File: config.mk
export PLATFORM = sky130hd
export DESIGN_NAME = edf_event_file
export DESIGN_NICKNAME = d
export VERILOG_FILES = /design/src/rtl/edf_pkg.sv /design/src/rtl/edf_lock_ctrl.sv /design/src/rtl/edf_entry.sv /design/src/rtl/edf_event_file.sv
export SDC_FILE = /design/constraint.sdc
export NUM_CORES = 1
export LEC_CHECK = 0
export ABC_AREA = 1
export BUFFER_PORTS_ARGS = -buffer_cell sky130_fd_sc_hd__buf_2
export CAP_MARGIN = 10
export CORE_MARGIN = 1.5
export CORE_UTILIZATION = 46
export CTS_CLUSTER_SIZE = 10
export DETAILED_ROUTE_END_ITERATION = 10
export PLACE_DENSITY = 0.7
export REMOVE_ABC_BUFFERS = 1
export SYNTH_ARGS = -nofsm -noshare
export SYNTH_HDL_FRONTEND = slang
export SYNTH_SLANG_ARGS = --single-unit
File: constraint.sdc
create_clock -name clk -period 2.3 [get_ports clk]
set_input_delay 0.575 -clock clk [delete_from_list [all_inputs] [get_ports clk]]
set_output_delay 0.575 -clock clk [all_outputs]
set_load 0.005 [all_outputs]
File: src/rtl/edf_pkg.sv
package edf_pkg;
   typedef enum logic {
      BEAT_READ    = 1'b0,
      BEAT_PROVIDE = 1'b1
   } beat_kind_e;

   function automatic int unsigned max_u(input int unsigned a, input int unsigned b);
      return (a > b) ? a : b;
   endfunction
endpackage

File: src/rtl/edf_lock_ctrl.sv
module edf_lock_ctrl (
   input  logic clk,
   input  logic rst_n,
   input  logic req,
   input  logic beat_valid,
   input  logic beat_last,
   output logic gnt,
   output logic take
);
   logic locked_q;

   always_ff @(posedge clk or negedge rst_n) begin
      if (!rst_n)                       locked_q <= 1'b0;
      else if (!locked_q)               locked_q <= req;
      else if (beat_valid && beat_last) locked_q <= 1'b0;
   end

   assign gnt  = locked_q;
   assign take = locked_q && beat_valid;

   // grant follows a request one clock later
   p_grant_r2: assert property (@(posedge clk) disable iff (!rst_n)
      (!gnt && req) |=> gnt);
   // last accepted beat releases the lock
   p_release_r2: assert property (@(posedge clk) disable iff (!rst_n)
      (take && beat_last) |=> !gnt);
   // lock is held until the last beat
   p_hold_r2: assert property (@(posedge clk) disable iff (!rst_n)
      (gnt && !(beat_valid && beat_last)) |=> gnt);
endmodule

File: src/rtl/edf_entry.sv
module edf_entry #(
   parameter int unsigned ID_W     = 4,
   parameter int unsigned COLOR_W  = 3,
   parameter int unsigned FIELD_W  = 4,
   parameter int unsigned CAPACITY = 2,
   parameter bit          COLORED  = 1'b0
) (
   input  logic               clk,
   input  logic               rst_n,
   input  logic               prov_hit,
   input  logic [ID_W-1:0]    prov_src,
   input  logic               decl_hit,
   input  logic [ID_W-1:0]    decl_task,
   output logic               provided_nx,
   output logic [FIELD_W-1:0] field_nx,
   output logic               sat_err
);
   logic               provided_q;
   logic [FIELD_W-1:0] field_q;

   if (FIELD_W < COLOR_W || FIELD_W < ID_W) begin : g_bad_field
      $error("edf_entry: FIELD_W too narrow");
   end

   always_ff @(posedge clk or negedge rst_n) begin
      if (!rst_n) begin
         provided_q <= 1'b1;
         field_q    <= '0;
      end else begin
         provided_q <= provided_nx;
         field_q    <= field_nx;
      end
   end

   if (COLORED) begin : g_colored
      localparam logic [COLOR_W-1:0] CMAX = '1;
      localparam logic [COLOR_W-1:0] CAP  = COLOR_W'(CAPACITY);
      logic [COLOR_W-1:0]  color_q, color_mid, color_end;
      logic                prov_mid, sat_dn, sat_up;
      logic [2*ID_W-1:0]   unused_ids;

      assign unused_ids = {prov_src, decl_task};
      assign color_q    = COLOR_W'(field_q);

      always_comb begin
         sat_dn    = 1'b0;
         sat_up    = 1'b0;
         color_mid = color_q;
         prov_mid  = provided_q;
         if (prov_hit) begin
            if (color_q == '0) sat_dn = 1'b1;
            else               color_mid = color_q - 1'b1;
            if (CAP > color_mid) prov_mid = 1'b1;
         end
         color_end   = color_mid;
         provided_nx = prov_mid;
         if (decl_hit) begin
            if (color_mid == CMAX) sat_up = 1'b1;
            else                   color_end = color_mid + 1'b1;
            if (CAP <= color_end) provided_nx = 1'b0;
         end
      end

      assign field_nx = FIELD_W'(color_end);
      assign sat_err  = sat_dn | sat_up;

      // declaration counts up
      p_color_inc_r5: assert property (@(posedge clk) disable iff (!rst_n)
         (decl_hit && !prov_hit && color_q != CMAX) |=>
            (COLOR_W'(field_q) == $past(color_q) + 1'b1));
      // reaching capacity blocks the event
      p_color_block_r5: assert property (@(posedge clk) disable iff (!rst_n)
         (decl_hit && !prov_hit && color_q != CMAX && (color_q + 1'b1) >= CAP) |=> !provided_q);
      // provision counts down
      p_color_dec_r7: assert property (@(posedge clk) disable iff (!rst_n)
         (prov_hit && !decl_hit && color_q != '0) |=>
            (COLOR_W'(field_q) == $past(color_q) - 1'b1));
      // below capacity after provision means provided
      p_color_release_r7: assert property (@(posedge clk) disable iff (!rst_n)
         (prov_hit && !decl_hit && color_q <= CAP) |=> provided_q);
      // increment at the top stays at the top
      p_no_overflow_r10: assert property (@(posedge clk) disable iff (!rst_n)
         (decl_hit && !prov_hit && color_q == CMAX) |=> (COLOR_W'(field_q) == CMAX));
      // decrement at zero stays at zero
      p_no_underflow_r10: assert property (@(posedge clk) disable iff (!rst_n)
         (prov_hit && !decl_hit && color_q == '0) |=> (COLOR_W'(field_q) == '0));
   end else begin : g_standard
      always_comb begin
         provided_nx = provided_q;
         field_nx    = field_q;
         if (prov_hit && FIELD_W'(prov_src) == field_q) provided_nx = 1'b1;
         if (decl_hit) begin
            provided_nx = 1'b0;
            field_nx    = FIELD_W'(decl_task);
         end
      end
      assign sat_err = 1'b0;

      // declaration claims the event
      p_std_claim_r4: assert property (@(posedge clk) disable iff (!rst_n)
         decl_hit |=> (!provided_q && field_q == FIELD_W'($past(decl_task))));
      // foreign provider leaves the record alone
      p_std_mismatch_r6: assert property (@(posedge clk) disable iff (!rst_n)
         (prov_hit && !decl_hit && FIELD_W'(prov_src) != field_q) |=>
            ($stable(provided_q) && $stable(field_q)));
      // matching provider releases
      p_std_match_r6: assert property (@(posedge clk) disable iff (!rst_n)
         (prov_hit && !decl_hit && FIELD_W'(prov_src) == field_q) |=> provided_q);
   end
endmodule

File: src/rtl/edf_event_file.sv
module edf_event_file #(
   parameter int unsigned NUM_EVENTS = 16,
   parameter int unsigned COLOR_BASE = 12,
   parameter int unsigned ID_W       = 4,
   parameter int unsigned COLOR_W    = 3,
   parameter int unsigned CAPACITY   = 2,
   localparam int unsigned EV_W      = $clog2(NUM_EVENTS),
   localparam int unsigned FIELD_W   = edf_pkg::max_u(ID_W, COLOR_W)
) (
   input  logic               clk,
   input  logic               rst_n,
   input  logic               decl_req,
   output logic               decl_gnt,
   input  logic               decl_valid,
   input  logic               decl_kind,
   input  logic               decl_last,
   input  logic [EV_W-1:0]    decl_event,
   input  logic [ID_W-1:0]    decl_task,
   output logic               rd_valid,
   output logic               rd_provided,
   output logic [FIELD_W-1:0] rd_field,
   input  logic               prov_valid,
   input  logic [EV_W-1:0]    prov_event,
   input  logic [ID_W-1:0]    prov_src,
   output logic               err_sat
);
   import edf_pkg::*;

   if (NUM_EVENTS < 2) begin : g_bad_count
      $error("edf_event_file: NUM_EVENTS must be at least 2");
   end
   if (COLOR_BASE > NUM_EVENTS) begin : g_bad_base
      $error("edf_event_file: COLOR_BASE beyond event range");
   end
   if (CAPACITY < 1 || CAPACITY > (2**COLOR_W) - 1) begin : g_bad_cap
      $error("edf_event_file: CAPACITY out of color range");
   end

   beat_kind_e         kind;
   logic               take;
   logic [NUM_EVENTS-1:0] prov_hit, decl_hit, sat_vec, prov_nx;
   logic [FIELD_W-1:0] field_nx [NUM_EVENTS];
   logic               ev_in_range;

   assign kind        = beat_kind_e'(decl_kind);
   assign ev_in_range = (32'(decl_event) < NUM_EVENTS);

   edf_lock_ctrl u_lock (
      .clk        (clk),
      .rst_n      (rst_n),
      .req        (decl_req),
      .beat_valid (decl_valid),
      .beat_last  (decl_last),
      .gnt        (decl_gnt),
      .take       (take)
   );

   for (genvar i = 0; i < NUM_EVENTS; i++) begin : g_rec
      localparam bit IS_COL = (i >= COLOR_BASE);
      assign prov_hit[i] = prov_valid && (prov_event == EV_W'(i));
      assign decl_hit[i] = take && (kind == BEAT_PROVIDE) && (decl_event == EV_W'(i));

      edf_entry #(
         .ID_W     (ID_W),
         .COLOR_W  (COLOR_W),
         .FIELD_W  (FIELD_W),
         .CAPACITY (CAPACITY),
         .COLORED  (IS_COL)
      ) u_entry (
         .clk         (clk),
         .rst_n       (rst_n),
         .prov_hit    (prov_hit[i]),
         .prov_src    (prov_src),
         .decl_hit    (decl_hit[i]),
         .decl_task   (decl_task),
         .provided_nx (prov_nx[i]),
         .field_nx    (field_nx[i]),
         .sat_err     (sat_vec[i])
      );
   end

   always_ff @(posedge clk or negedge rst_n) begin
      if (!rst_n) begin
         rd_valid    <= 1'b0;
         rd_provided <= 1'b0;
         rd_field    <= '0;
         err_sat     <= 1'b0;
      end else begin
         rd_valid <= take && (kind == BEAT_READ);
         err_sat  <= |sat_vec;
         if (take && (kind == BEAT_READ) && ev_in_range) begin
            rd_provided <= prov_nx[decl_event];
            rd_field    <= field_nx[decl_event];
         end
      end
   end

   // snapshot follows a granted read beat
   p_read_return_r3: assert property (@(posedge clk) disable iff (!rst_n)
      (decl_gnt && decl_valid && decl_kind == 1'b0) |=> rd_valid);
   // no snapshot without a granted read beat
   p_read_only_r3: assert property (@(posedge clk) disable iff (!rst_n)
      (decl_gnt && !(decl_valid && decl_kind == 1'b0)) |=> !rd_valid);
   // an ungranted beat never yields a snapshot
   p_no_grant_r2: assert property (@(posedge clk) disable iff (!rst_n)
      !decl_gnt |=> !rd_valid);
endmodule

==> impl_metrics.toml <==
[status]
status = "finished, final reports clean"

[sta]
period_needed_ps = 2210
fin_worst_skew_ps = 6.59
fin_ws_ps = 85.8
hold_viol = 0
max_freq_ghz = 0.452
timing.slew.headroom_pct = 67.1
hold-worst-slack_ps = 190
finalSetupViolations = 0
rsz0062_at_grt = "yes"
finalMaxSlewViolations = 0
tightest_slew_ps = 493
fin_crit_sh_pct = 96.3

[cells_and_area]
layout_common_cells = "nand2_1 (230), inv_1 (110), buf_4 (79)"
final_cells = 1102
drive_gt1_share_pct = 26.3
final_common_cell = "nand2_1"
fillCellCount = 1128
nNetsFinal = 967
area_growth_pct = 24.2

[detailed_routing]
first_pass_iters = 5
antenna_left = 0
routed_via_density = 5.13
vias = 5655
drt-wirelength-per-cell_um = 15.2
drc = 0
drt_iter0_drc = 567
routed_wirelength_um = 16800

[synth]
synth_area_um2 = 5720
seq_area_frac_synth_pct = 37.1
ys_seq_elements = 84
syn_area_per_cell_um2 = 6.96
syn_inst = 822
synth.distinct_cells = 41
yosysWarnings = 0

[clock_tree]
hold_buffers = 0
htreeDepth = 3
clk_pin_slew_ps = 60
cts_max_path_buffers = 2
numCtsBuffers = 9
cts.sinks = 84
clock_latency_ps = 350
cts_tree = "built"
cts_root_buf = "clkbuf_16"

[floorplan]
initial_core_util_pct = 47.4
die_area_um2 = 13100
core.rowCount = 40
io_pins = 31
die_w_um = 115
coreArea_um2 = 12100
die_y_um = 115

[setup_path]
crit_top_cell = "inv_2"
critPathMaxFanout = 3
endpoint_kind = "register"
reg2reg_depth = 15
r2r-end = "rd_provided$_DFFE_PN0P_"
arrival_ps = 2490
worstPathCellList = "inv_2, ha_4, inv_2, nand2_2, o21ai_2, o21ai_2, inv_2, ha_4, buf_6, nand3b_1, a2bb2oi_2, nand3_1, nand2_1, o21ai_1, a21oi_1"
crit_type = "register to register"
slowest_delay_ps = 400
cp_slowest_cell = "dfrtp_1"
reg2reg_from = "g_rec[12].u_entry.field_q[0]$_DFF_PN0_"
rrSetupSlack_ps = 90
critPathLaunchType = "register"
worstPathRequired_ps = 2570

[grt]
grt_pass1_vias = 5203
grt_max_degree = 39
grt_use_total_pct = 26.7
grt-ovfl-total = 0
grt_antenna_before_repair = 1
grt_pass1_wl_um = 26600

[placed_design]
place_congestion = 0.968
dp.cells = 1074
detailedPlace.worstSlack_ps = -190
port_buffers = 30
dp_hpwl_um = 12300

[flow_run]
cap_violations = 0

[power]
p_leak_nw = 3.64
power_mw = 6.62
powerDensity_nw_per_um2 = 932
ir_drop_mv = 0.775

[worst_hold_path]
hp-class = "input port to async pin"
[worst max path at each step]
| stage | from | endpoint | slack, ps | depth (start not counted) |
|---|---|---|---|---|
| after global placement | prov_event[1] | rd_provided$_DFFE_PN0P_ | -120 | 14 |
| after floorplan | prov_event[2] | rd_provided$_DFFE_PN0P_ | 110 | 14 |
| after global routing | g_rec[12].u_entry.field_q[0]$_DFF_PN0_ | rd_provided$_DFFE_PN0P_ | -40 | 16 |
| after CTS | g_rec[12].u_entry.field_q[0]$_DFF_PN0_ | rd_provided$_DFFE_PN0P_ | -20 | 15 |
| final | g_rec[12].u_entry.field_q[0]$_DFF_PN0_ | rd_provided$_DFFE_PN0P_ | 90 | 15 |
| after detailed placement | prov_event[1] | rd_provided$_DFFE_PN0P_ | -190 | 14 |
[through the flow]
stage / utilization [%] / TNS (ps) / instance area, um2
after CTS: 57.0 / -19.7 / 6870
after floorplan: - / 0 / 5660
after global routing: 58.9 / -84.0 / 7100
after detailed placement: 54.3 / -616 / 6550
after global placement: 54.3 / -308 / 6550
final: 58.9 / 0 / 7100
[layout make-up]
cell class	count	area, um2	area share [%]
multi-input cells	587	3220	45.3
well taps	168	210	2.96
clock inverters	5	27.5	0.387
inverters	136	513	7.22
diodes	1	2.50	0.0352
clock buffers	11	243	3.42
repair buffers	110	769	10.8
flip-flops and latches	84	2120	29.9
[report_power, final]
group | switching (mW) | internal, mW | leakage (nW)
logic | 1.76 | 1.38 | 2.54
clock network | 0.616 | 0.754 | 0.135
registers | 0.218 | 1.90 | 0.962
total | 2.59 | 4.03 | 3.64
[registers in the layout, summed over array words and instances (netlist names)]
name,flops
rd_provided,1
rd_field,4
g_rec.u_entry.provided_q,16
err_sat,1
rd_valid,1
g_rec.u_entry.field_q,60
u_lock.gnt,1
[synth_stat cells]
| cell type | number | area [um2] |
|---|---|---|
| xnor2_1 | 2 | 17.5 |
| nand2_2 | 12 | 75.1 |
| o31ai_1 | 1 | 7.51 |
| clkbuf_1 | 9 | 33.8 |
| or2_2 | 1 | 6.26 |
| a31oi_1 | 1 | 6.26 |
| dfrtp_1 | 68 | 1700 |
| inv_2 | 14 | 52.6 |
| and2_1 | 5 | 31.3 |
| o21a_1 | 3 | 22.5 |
| xor2_1 | 12 | 105 |
| o21ai_2 | 8 | 70.1 |
| nand3b_1 | 3 | 22.5 |
| nand3_1 | 49 | 245 |
| inv_1 | 120 | 450 |
| nor2_4 | 8 | 90.1 |
| nand2_1 | 240 | 901 |
| o311ai_0 | 1 | 8.76 |
| a21oi_1 | 24 | 120 |
| o21ai_1 | 32 | 160 |
| o21ai_0 | 41 | 205 |
| nor3b_1 | 1 | 7.51 |
| nor3_1 | 7 | 35.0 |
| nand2_4 | 3 | 33.8 |
| o2111ai_1 | 1 | 8.76 |
| a21boi_0 | 11 | 82.6 |
| buf_2 | 6 | 30.0 |
| nand4_1 | 9 | 56.3 |
| nor2_2 | 5 | 31.3 |
| inv_4 | 1 | 6.26 |
| a22oi_1 | 4 | 30.0 |
| nor2_1 | 61 | 229 |
| o22ai_1 | 19 | 119 |
| nand3_2 | 2 | 20.0 |
| ha_1 | 16 | 200 |
| clkinv_1 | 1 | 3.75 |
| o2bb2ai_1 | 1 | 8.76 |
| nand3_4 | 1 | 17.5 |
| nor2_8 | 2 | 40.0 |
| dfstp_2 | 16 | 420 |
| a2bb2oi_1 | 1 | 8.76 |
[cell families after synthesis]
group,count (synthesis),share of synthesized area (%)
AO/OA/AOI/OAI,148,15.0
buffers and inverters,151,10.1
XOR/XNOR,14,2.14
AND/OR/NAND/NOR,409,32.2
adder cells (fa/ha/maj),16,3.50
flip-flops,84,37.1
[per-layer routing]
metal  GRT usage [%]  wire (um)  vias up
met5               0          0        -
met4            10.4        388        0
met3            3.12        966       29
met2            43.0       7660      183
met1            36.7       7760     2605
li1                -          -     2838
[critical path, delay by kind of cell (launching register included)]
family,cells,cell delay (ps)
DFF,1,400
adders and majority gates,2,430
buffers and inverters,4,280
AOI/OAI and AO/OA,5,630
and+or+nand+nor,4,370
[repair_timing]
| action | in CTS | in global routing |
|---|---|---|
| pin swaps | 3 | 25 |
| endpoints found under the setup margin | 5 | 9 |
| setup buffers | 4 | 7 |
| gates resized for setup | 7 | 54 |
| gates cloned | 0 | 0 |
Note: power is estimated with default switching activity, not from simulation.
